<file path="config.mk">
export PLATFORM = sky130hd
export DESIGN_NAME = bubble_fifo
export DESIGN_NICKNAME = d
export VERILOG_FILES = /design/src/rtl/bubble_fifo_pkg.sv /design/src/rtl/bubble_stage.sv /design/src/rtl/bubble_out_gate.sv /design/src/rtl/bubble_fifo.sv
export SDC_FILE = /design/constraint.sdc
export NUM_CORES = 1
export LEC_CHECK = 0
export ABC_AREA = 1
export BUFFER_PORTS_ARGS = -buffer_cell sky130_fd_sc_hd__buf_2
export CORE_UTILIZATION = 30
export CTS_CLUSTER_DIAMETER = 50
export DETAILED_ROUTE_END_ITERATION = 16
export PLACE_DENSITY = 0.54
export SLEW_MARGIN = 20
export SYNTH_ARGS = -nofsm -noshare
export SYNTH_HDL_FRONTEND = slang
export SYNTH_SLANG_ARGS = --single-unit
</file>
<file path="constraint.sdc">
create_clock -name clk -period 0.9 [get_ports clk]
set_input_delay 0 -clock clk [delete_from_list [all_inputs] [get_ports clk]]
set_output_delay 0 -clock clk [all_outputs]
set_load 0.1 [all_outputs]
</file>
<file path="src/rtl/bubble_fifo_pkg.sv">
package bubble_fifo_pkg;

  // A stage pulls from its upstream neighbour when it is vacant and the
  // neighbour is occupied; both inputs are last cycle's markers.
  function automatic logic stage_pulls(input logic self_full, input logic up_full);
    return !self_full && up_full;
  endfunction

  // Marker update for one stage: a take wins over a give, which cannot
  // happen together anyway because a take needs the stage to be vacant.
  function automatic logic next_marker(input logic cur, input logic take, input logic give);
    return take ? 1'b1 : (give ? 1'b0 : cur);
  endfunction

endpackage

</file>
<file path="src/rtl/bubble_stage.sv">
module bubble_stage #(
  parameter int WIDTH = 4
) (
  input  logic             clk,
  input  logic             rst,
  input  logic             take,
  input  logic             give,
  input  logic [WIDTH-1:0] src_word,
  output logic             full_q,
  output logic [WIDTH-1:0] word_q
);
  import bubble_fifo_pkg::*;

  always_ff @(posedge clk) begin
    if (rst) begin
      full_q <= 1'b0;
      word_q <= '0;
    end else begin
      full_q <= next_marker(full_q, take, give);
      if (take) word_q <= src_word;
    end
  end

endmodule

</file>
<file path="src/rtl/bubble_out_gate.sv">
module bubble_out_gate #(
  parameter int WIDTH = 4
) (
  input  logic             en,
  input  logic [WIDTH-1:0] word,
  output logic [WIDTH-1:0] gated
);

  always_comb begin
    gated = en ? word : '0;
  end

endmodule

</file>
<file path="src/rtl/bubble_fifo.sv">
module bubble_fifo #(
  parameter int DEPTH = 16,
  parameter int WIDTH = 4
) (
  input  logic             clk,
  input  logic             rst,
  input  logic             shift_in,
  input  logic [WIDTH-1:0] din,
  input  logic             shift_out,
  input  logic             oe,
  output logic [WIDTH-1:0] dout,
  output logic             in_rdy,
  output logic             out_rdy
);
  import bubble_fifo_pkg::*;

  localparam int LAST = DEPTH - 1;

  // Per-stage markers and words, index 0 at the input end.
  logic [DEPTH-1:0] mark_q;
  logic [WIDTH-1:0] word_q [DEPTH];

  // Named events for the checker.
  logic [DEPTH-1:0] take_ev;
  logic [DEPTH-1:0] give_ev;
  logic             load_ev;
  logic             unload_ev;

  assign in_rdy    = !mark_q[0];
  assign out_rdy   = mark_q[LAST];
  assign load_ev   = shift_in && in_rdy;
  assign unload_ev = shift_out && out_rdy;

  for (genvar i = 0; i < DEPTH; i++) begin : g_stage
    logic [WIDTH-1:0] src;

    if (i == 0) begin : g_head
      assign take_ev[i] = load_ev;
      assign src        = din;
    end else begin : g_body
      assign take_ev[i] = stage_pulls(mark_q[i], mark_q[i-1]);
      assign src        = word_q[i-1];
    end

    if (i == LAST) begin : g_tail
      assign give_ev[i] = unload_ev;
    end else begin : g_pass
      assign give_ev[i] = take_ev[i+1];
    end

    bubble_stage #(.WIDTH(WIDTH)) stage_i (
      .clk      (clk),
      .rst      (rst),
      .take     (take_ev[i]),
      .give     (give_ev[i]),
      .src_word (src),
      .full_q   (mark_q[i]),
      .word_q   (word_q[i])
    );
  end

  bubble_out_gate #(.WIDTH(WIDTH)) gate_i (
    .en    (oe),
    .word  (word_q[LAST]),
    .gated (dout)
  );

endmodule

</file>
==> results of run 1 <==
## synthesized netlist by cell type
cell and count:
a21oi_1 1, buf_2 6, buf_4 15, buf_6 2, dfxtp_1 80, inv_1 71, inv_2 16, nand2_1 70
nand3_1 64, nor2_1 143, nor2_2 1, nor2_4 15, o21ai_0 15
## routing by layer
layer	share of wire [%]	track usage, %
met3	2.2	1.96
met2	45	19.3
met5	0	0
met1	50	14.8
met4	3.3	9.14
## state kept, by name, indices dropped and copies added (netlist names)
register	count
g_stage.stage_i.word_q	64
g_stage.stage_i.full_q	16
## logic make-up after synthesis
kind of cell	share of synthesized area [%]
flip-flops	46.2
buffers and inverters	14.2
AND/OR/NAND/NOR	37.3
AO/OA/AOI/OAI	2.31
## path summary, 6_finish.rpt
kind / start / end / slack (ns) / depth (start not counted)
max: g_stage[15].stage_i.word_q[3]$_SDFFE_PP0P_ / dout[3] / -0.09 / 3
min: rst / g_stage[15].stage_i.word_q[0]$_SDFFE_PP0P_ / 0.10 / 5
max reg2reg: g_stage[0].stage_i.full_q$_SDFFE_PP0P_ / g_stage[1].stage_i.word_q[2]$_SDFFE_PP0P_ / -0.01 / 5
min reg2reg: g_stage[12].stage_i.word_q[3]$_SDFFE_PP0P_ / g_stage[12].stage_i.word_q[3]$_SDFFE_PP0P_ / 0.47 / 2
## power by group
part	switching [mW]	internal [mW]	total, mW
clock	1.42	1.86	3.28
sequential	0.256	3.92	4.18
combinational	0.973	0.740	1.71
total	2.65	6.52	9.17
## cell usage in the layout (no fill, tap or decap)
master	count
a21oi_1	1
clkinv_4	1
inv_4	2
nand2_1	66
o21ai_0	15
buf_12	8
inv_2	14
clkinv_2	2
nor2_4	15
dfxtp_1	63
nor2_2	7
dlygate4sd3_1	7
inv_1	66
nand3_1	63
inv_8	1
buf_6	3
buf_4	23
nand2_2	4
nand3_2	1
clkbuf_1	2
dfxtp_2	11
nor2_1	137
clkinvlp_4	6
clkbuf_16	9
dfxtp_4	6
buf_2	8
## per-stage QoR
stage	hold WS [ns]	power, mW
5_1_grt	0.125	9.71
6_report	0.101	9.17
4_1_cts	0.0919	9.25
3_3_place_gp	0.178	5.86
2_1_floorplan	0.0594	5.46
3_5_place_dp	0.192	5.89
## critical path: stages (launching register included)
cell	delay [ns]
dfxtp_2	0.32
nand2_2	0.07
clkinvlp_4	0.09
buf_12	0.16
## cell type report
class | count | area share [%]
clock buffers | 11 | 5.39
clock inverters | 5 | 0.783
inverters | 87 | 8.21
multi-input cells | 309 | 32.6
flip-flops and latches | 80 | 38.0
well taps | 140 | 4.06
repair buffers | 49 | 11.0
## repair_timing
action / in CTS / in global routing
hold buffers: 7 / 0
setup endpoints to repair: 14 / 48
setup buffers: 2 / 0
hold endpoints to repair: 6 / 0
resized for setup: 14 / 23
pin swaps: 3 / 21
==> impl_metrics.env, run 1 <==
export IMPL_io_pins=15
export IMPL_cp_required_ns=0.90
export IMPL_finalNetCount=545
export IMPL_syn_to_final_growth_pct=24.4
export IMPL_drt_iter0_markers=91
export IMPL_drc=0
export IMPL_start_kind="flop"
export IMPL_final_cells=681
export IMPL_grt_max_degree=40
export IMPL_ir_worst_vdd_uv=760
export IMPL_worst_pin_slew_ns=0.167
export IMPL_syn_area_per_cell_um2=6.95
export IMPL_multi_input_area_um2=1410
export IMPL_via_count=2902
export IMPL_finClkSkew_ns=0.00588
export IMPL_routabilityCongestion=0.751
export IMPL_cts_inserted_buffers=9
export IMPL_cp_end_kind="primary output"
export IMPL_htreeDepth=3
export IMPL_p_leak_nw=1.74
export IMPL_setup_tns_final_ns=-0.408
export IMPL_cp_arrival_ns=0.99
export IMPL_finalCriticalPeriod_ns=0.988
export IMPL_rows=38
export IMPL_fmax_ghz=1.01
export IMPL_cts_num_sinks=80
export IMPL_syn_nets=508
export IMPL_yosys_warnings=0
export IMPL_setup_violations=7
export IMPL_fin_util_pct=39.1
export IMPL_vias_per_cell=4.26
export IMPL_die_area_um2=12000
export IMPL_gr_total_overflow=0
export IMPL_timing_worst_setup_path_type="flop to primary output"
export IMPL_seqCellArea_um2=1640
export IMPL_grt_use_total_pct=12.2
export IMPL_fill_cells=1172
export IMPL_post_route_period_util_pct=110
export IMPL_yosysUniqueCellTypes=13
export IMPL_antenna_found_initial=0
export IMPL_synthTopCellsByArea="dfxtp_1 46%, nor2_1 15%, nand3_1 9.2%"
export IMPL_finalMaxSlewViolations=0
export IMPL_power_density_nw_per_um2=2120
export IMPL_grt_setup_unrepaired="true"
export IMPL_wl_per_cell_um=9.30
export IMPL_diodes=0
export IMPL_dp_hpwl_um=4460
export IMPL_yosys_area_top_type="dfxtp_1"
export IMPL_cap_violations=0
export IMPL_place_ws_ns=0.00313
export IMPL_clkTransAtPathRegs_ns=0.06
export IMPL_critPathMaxFanout=2
export IMPL_grt_pass1_vias=2737
export IMPL_violations="setup timing"
export IMPL_syn_area_um2=3470
export IMPL_core_area_um2=11000
export IMPL_dr_pass1_iters=4
export IMPL_ys_ff_latch=80
export IMPL_die_h_um=110
export IMPL_min_path_type="input pin to flop"
export IMPL_portBuffers=14
export IMPL_root_buffer="clkbuf_16"
export IMPL_hold_viol_final=0
export IMPL_drive_gt1_share_pct=22.4
export IMPL_wl_um=6330
export IMPL_die_w_um=110
export IMPL_slew_headroom_pct=88.8
export IMPL_setup_ws_ns=-0.0880
export IMPL_status="complete, but fails checks"
export IMPL_start_util_pct=31.4
export IMPL_cts_tree="done"
export IMPL_dp_cells=657
export IMPL_syn_instance_count=499
export IMPL_cts_buffer_depth=2
export IMPL_placed_area_um2=3910
export IMPL_seq_area_frac_synth_pct=46.2
export IMPL_synth_top_area_share_pct=46.2
export IMPL_fin_area_um2=4320
export IMPL_grt_pass1_wl_um=11400
export IMPL_clock_latency_ns=0.34
export IMPL_ant_nets=0
Power figures use the tool's default switching activity.
==> run 2, diff against run 1 <==
PLACE_DENSITY = not set   (was 0.54)
==> run 2 against run 1 <==
  * Critical path type unchanged
  * The run still ends with setup timing left
  * Non-clock buffer count is 4 higher
  * Register-to-register slack hardly changed
  * Combinational power is 2% higher
  * Clock-buffer cell count is 1 lower
  * Fmax rose by 1.1%
  * Highest routed layer unchanged
  * Routed wire length fell by 0.90%
  * Sequential power hardly changed
  * Via count shrank 0.38%
  * Hold slack improved by 0.037 ns
  * Clock power increased by 16%
  * First-iteration DRC count decreased by 9.9%
  * Power up 6.0%
==> impl_metrics.env, run 2 (same netlist as run 1, synthesis figures left out) <==
export IMPL_top_regs="g_stage.stage_i.word_q: 64 flops, g_stage.stage_i.full_q: 16 flops"
export IMPL_finalMaxSlewViolations=0
export IMPL_cts_num_sinks=80
export IMPL_timing_worst_setup_path_type="flop to primary output"
export IMPL_core_area_um2=11000
export IMPL_setup_tns_final_ns=-0.338
export IMPL_antenna_found_initial=0
export IMPL_largest_reg_flops=64
export IMPL_regMostFlops="g_stage.stage_i.word_q"
export IMPL_ant_nets=0
export IMPL_cp_required_ns=0.90
export IMPL_r2r_start="g_stage[0].stage_i.full_q$_SDFFE_PP0P_"
export IMPL_post_route_period_util_pct=109
export IMPL_vias_per_cell=4.23
export IMPL_finClkSkew_ns=0.00623
export IMPL_status="complete, but fails checks"
export IMPL_pwr_share_clk_pct=38.9
export IMPL_slowest_delay_ns=0.32
export IMPL_via_count=2891
export IMPL_reg2reg_to="g_stage[1].stage_i.word_q[1]$_SDFFE_PP0P_"
export IMPL_grt_setup_unrepaired="true"
export IMPL_ir_worst_vdd_uv=1010
export IMPL_placed_area_um2=3920
export IMPL_start_kind="flop"
export IMPL_slowest_stage="dfxtp_2"
export IMPL_hold_viol_final=0
export IMPL_setup_ws_ns=-0.0776
export IMPL_dp_hpwl_um=4330
export IMPL_drc=0
export IMPL_root_buffer="clkbuf_16"
export IMPL_diodes=0
export IMPL_worst_pin_slew_ns=0.175
export IMPL_critPathMaxFanout=2
export IMPL_p_sw_share_pct=26.8
export IMPL_drt_iter0_markers=82
export IMPL_cts_tree="done"
export IMPL_syn_to_final_growth_pct=27.3
export IMPL_die_w_um=110
export IMPL_min_path_type="input pin to flop"
export IMPL_grt_pass1_vias=2743
export IMPL_worstPathCellList="nand2_2 > clkinvlp_4 > buf_12"
export IMPL_final_common_cell="nor2_1"
export IMPL_routabilityCongestion=0.701
export IMPL_power_density_nw_per_um2=2200
export IMPL_fill_cells=1118
export IMPL_io_pins=15
export IMPL_cp_arrival_ns=0.98
export IMPL_grt_max_degree=32
export IMPL_min_from="rst"
export IMPL_cts_buffer_depth=2
export IMPL_grt_pass1_wl_um=11300
export IMPL_cp_startpoint="g_stage[15].stage_i.word_q[2]$_SDFFE_PP0P_"
export IMPL_holdWs_ns=0.138
export IMPL_holdPathEnd="g_stage[15].stage_i.word_q[1]$_SDFFE_PP0P_"
export IMPL_hold_depth=5
export IMPL_start_util_pct=31.4
export IMPL_place_ws_ns=-0.0248
export IMPL_seq_power_share_pct=43.0
export IMPL_wl_um=6280
export IMPL_violations="setup timing"
export IMPL_dp_cells=657
export IMPL_finalNetCount=549
export IMPL_p_leak_nw=1.79
export IMPL_worstPathBufferInverterCount=2
export IMPL_drive_gt1_share_pct=23.3
export IMPL_htreeDepth=3
export IMPL_fin_util_pct=40.0
export IMPL_r2r_slack_ns=-0.01
export IMPL_cp_top_family="flip-flops"
export IMPL_mostFrequentLayoutCells="136 x nor2_1, 66 x inv_1, 66 x nand2_1"
export IMPL_finalCriticalPeriod_ns=0.978
export IMPL_slew_headroom_pct=88.3
export IMPL_die_area_um2=12000
export IMPL_cap_violations=0
export IMPL_cts_inserted_buffers=9
export IMPL_wl_per_cell_um=9.17
export IMPL_reg2regPathDepth=5
export IMPL_final_cells=684
export IMPL_clkTransAtPathRegs_ns=0.06
export IMPL_intPower_mw=7.11
export IMPL_setup_violations=7
export IMPL_grt_use_total_pct=12.0
export IMPL_clock_latency_ns=0.33
export IMPL_rows=38
export IMPL_cp_end_kind="primary output"
export IMPL_dr_pass1_iters=4
export IMPL_fmax_ghz=1.02
export IMPL_gr_total_overflow=0
export IMPL_finalPower_mw=9.72
export IMPL_die_h_um=110
export IMPL_p_switching_mw=2.61
export IMPL_portBuffers=14
export IMPL_pwr_share_comb_pct=18.0
export IMPL_fin_area_um2=4410
## run 2: cell types whose count changed in the layout (fill, tap and decap cells not counted), sizes merged
cell      delta
clkinvlp     -2
clkinv       -2
bufinv       +2
buf          +4
inv          +2
clkbuf       -1
## run 2: worst max path at each step
stage                                                      to  slack (ns)  cells past startpoint
detailed placement  g_stage[7].stage_i.word_q[1]$_SDFFE_PP0P_       -0.02                      4
finish                                                dout[2]       -0.08                      3
CTS                                                   dout[0]       -0.09                      3
global route                                          dout[3]       -0.13                      3
global placement    g_stage[6].stage_i.word_q[2]$_SDFFE_PP0P_        0.03                      4
floorplan           g_stage[0].stage_i.word_q[0]$_SDFFE_PP0P_        0.01                      5
## run 2: worst register-to-register path, delay by kind of cell, from the launching register on
kind,cells,cell delay [ns]
AND/OR/NAND/NOR,3,0.29
buffers and inverters,2,0.17
flip-flops,1,0.39
## run 2: per-layer routing
layer | share of wire [%] | track usage [%]
met1 | 48 | 13.9
met4 | 1.9 | 5.81
met3 | 2.4 | 2.96
met2 | 47 | 20.5
met5 | 0 | 0
## run 2: layout make-up
class / instances / area, um^2 / share of cell area [%]
Sequential cell: 80 / 1650 / 37.3
Inverter: 87 / 352 / 7.96
Clock buffer: 10 / 229 / 5.19
Timing Repair Buffer: 53 / 523 / 11.8
Clock inverter: 5 / 80.1 / 1.81
Tap cell: 140 / 175 / 3.97
Multi-Input combinational cell: 309 / 1410 / 31.9
## run 2: timing repair
action,CTS,global route
setup endpoints to repair,26,53
setup buffers,4,3
pin swaps,7,23
hold buffers,7,0
gates resized for setup,18,27
hold endpoints to repair,6,0
## run 2: power groups by stage
stage               Combinational [mW]  Clock, mW  Sequential (mW)
floorplan                         1.33          0             4.13
global placement                  1.64          0             4.21
detailed placement                1.66          0             4.22
CTS                               1.72       3.87             4.17
global route                      1.99       4.05             4.24
finish                            1.75       3.79             4.18
==> run 3, diff against run 2 <==
BUFFER_PORTS_ARGS = -buffer_cell sky130_fd_sc_hd__clkbuf_2   (was -buffer_cell sky130_fd_sc_hd__buf_2)
==> run 3 against run 2 <==
  * Highest routed layer unchanged
  * Largest cell class unchanged
  * Hold slack improved by 0.0012 ns
  * The flow still finishes with violations (setup timing)
  * First-iteration DRC count up 71%
  * Die area unchanged
  * Register-to-register slack got worse by 0.02 ns
  * Clock-buffer cell count rose by 1
  * Via count fell by 1.8%
  * Global-route usage shrank 0.084 points
  * Final area up 0.71%
==> impl_metrics.env, run 3 (same netlist as run 1, synthesis figures left out) <==
export IMPL_pwr_share_comb_pct=17.7
export IMPL_cts_num_sinks=80
export IMPL_routabilityCongestion=0.742
export IMPL_reg2regPathDepth=5
export IMPL_finClkSkew_ns=0.00671
export IMPL_final_common_cell="nor2_1"
export IMPL_grt_pass1_wl_um=11500
export IMPL_holdPathEnd="g_stage[15].stage_i.word_q[1]$_SDFFE_PP0P_"
export IMPL_slew_headroom_pct=88.6
export IMPL_pwr_share_clk_pct=40.6
export IMPL_setup_tns_final_ns=-0.431
export IMPL_clock_latency_ns=0.33
export IMPL_setup_ws_ns=-0.0846
export IMPL_root_buffer="clkbuf_16"
export IMPL_core_area_um2=11000
export IMPL_diodes=0
export IMPL_wl_met2_um=2840
export IMPL_dr_pass1_iters=4
export IMPL_drc=0
export IMPL_intPower_mw=7.30
export IMPL_power_density_nw_per_um2=2240
export IMPL_finalNetCount=547
export IMPL_seq_power_share_pct=41.7
export IMPL_grt_use_total_pct=11.9
export IMPL_grt_pass1_vias=2782
export IMPL_wl_met3_um=110
export IMPL_cp_end_kind="primary output"
export IMPL_fin_util_pct=40.3
export IMPL_finalPower_mw=9.98
export IMPL_clkTransAtPathRegs_ns=0.06
export IMPL_dp_cells=655
export IMPL_reg2reg_to="g_stage[1].stage_i.word_q[1]$_SDFFE_PP0P_"
export IMPL_min_path_type="input pin to flop"
export IMPL_wl_um=6170
export IMPL_syn_to_final_growth_pct=28.2
export IMPL_p_sw_share_pct=26.8
export IMPL_grt_setup_unrepaired="true"
export IMPL_hold_viol_final=0
export IMPL_largest_reg_flops=64
export IMPL_fin_area_um2=4450
export IMPL_drive_gt1_share_pct=23.6
export IMPL_portBuffers=14
export IMPL_wl_per_cell_um=9.03
export IMPL_ir_worst_vdd_uv=1060
export IMPL_top_regs="g_stage.stage_i.word_q: 64 flops, g_stage.stage_i.full_q: 16 flops"
export IMPL_via_count=2838
export IMPL_cts_tree="done"
export IMPL_drt_iter0_markers=140
export IMPL_p_switching_mw=2.68
export IMPL_fmax_ghz=1.02
export IMPL_htreeDepth=3
export IMPL_placed_area_um2=3900
export IMPL_p_leak_nw=1.80
export IMPL_mostFrequentLayoutCells="135 x nor2_1, 66 x inv_1, 65 x nand2_1"
export IMPL_min_from="rst"
export IMPL_status="complete, but fails checks"
export IMPL_cts_inserted_buffers=9
export IMPL_grt_max_degree=29
export IMPL_antenna_found_initial=0
export IMPL_m1WireLength_um=3080
export IMPL_die_w_um=110
export IMPL_final_cells=683
export IMPL_setup_violations=9
export IMPL_cp_required_ns=0.90
export IMPL_rows=38
export IMPL_regMostFlops="g_stage.stage_i.word_q"
export IMPL_cp_arrival_ns=0.98
export IMPL_highest_layer="met4"
export IMPL_holdWs_ns=0.139
export IMPL_hold_depth=5
export IMPL_io_pins=15
export IMPL_timing_worst_setup_path_type="flop to primary output"
export IMPL_vias_per_cell=4.16
export IMPL_dp_hpwl_um=4350
export IMPL_post_route_period_util_pct=109
export IMPL_r2r_slack_ns=-0.03
export IMPL_critPathMaxFanout=2
export IMPL_finalCriticalPeriod_ns=0.985
export IMPL_cap_violations=0
export IMPL_die_h_um=110
export IMPL_r2r_start="g_stage[0].stage_i.full_q$_SDFFE_PP0P_"
export IMPL_worst_pin_slew_ns=0.169
export IMPL_gr_total_overflow=0
export IMPL_cts_buffer_depth=2
export IMPL_place_ws_ns=0.00220
export IMPL_die_area_um2=12000
export IMPL_start_kind="flop"
export IMPL_ant_nets=0
export IMPL_finalMaxSlewViolations=0
export IMPL_start_util_pct=31.4
export IMPL_violations="setup timing"
## run 3: power groups by stage
stage | sequential, mW | combinational (mW) | clock, mW
after floorplan | 4.13 | 1.33 | 0
final | 4.16 | 1.77 | 4.05
after global placement | 4.20 | 1.64 | 0
after global routing | 4.21 | 2.03 | 4.28
after CTS | 4.15 | 1.70 | 4.13
after detailed placement | 4.21 | 1.67 | 0
## run 3: what timing repair did
item	4_1_cts	5_1_grt
resized for setup	14	31
pin swaps	1	32
setup buffers	3	3
hold buffers	7	0
endpoints found under the hold margin	6	0
endpoints found under the setup margin	9	56
## run 3: metal layers
layer | up-vias | global-route usage (%)
met3 | 10 | 1.96
met4 | 0 | 6.10
met5 | - | 0
met2 | 19 | 19.9
met1 | 1236 | 14.7
li1 | 1573 | -
## run 3: worst max-delay path, stage by stage (launching register included)
cell and delay [ns]:
dfxtp_2 0.32, nand2_2 0.07, clkinvlp_4 0.09, buf_12 0.17
## run 3: worst max path at each step
| stage | start | cells past startpoint | end | slack (ns) |
|---|---|---|---|---|
| final | g_stage[15].stage_i.word_q[3]$_SDFFE_PP0P_ | 3 | dout[3] | -0.08 |
| after global routing | g_stage[15].stage_i.word_q[0]$_SDFFE_PP0P_ | 3 | dout[0] | -0.11 |
| after CTS | g_stage[15].stage_i.word_q[0]$_SDFFE_PP0P_ | 3 | dout[0] | -0.1 |
| after detailed placement | g_stage[12].stage_i.full_q$_SDFFE_PP0P_ | 4 | g_stage[13].stage_i.word_q[1]$_SDFFE_PP0P_ | 0.002 |
| after global placement | g_stage[10].stage_i.full_q$_SDFFE_PP0P_ | 4 | g_stage[10].stage_i.word_q[3]$_SDFFE_PP0P_ | 0.04 |
| after floorplan | g_stage[0].stage_i.full_q$_SDFFE_PP0P_ | 5 | g_stage[0].stage_i.word_q[0]$_SDFFE_PP0P_ | 0.01 |
## run 3: final cells by class
cell class	instances	area [um^2]
Clock buffer	11	254
Clock inverter	5	85.1
Fill cell	1128	6590
Inverter	87	352
Multi-Input combinational cell	309	1440
Sequential cell	80	1640
Tap cell	140	175
Timing Repair Buffer	51	508
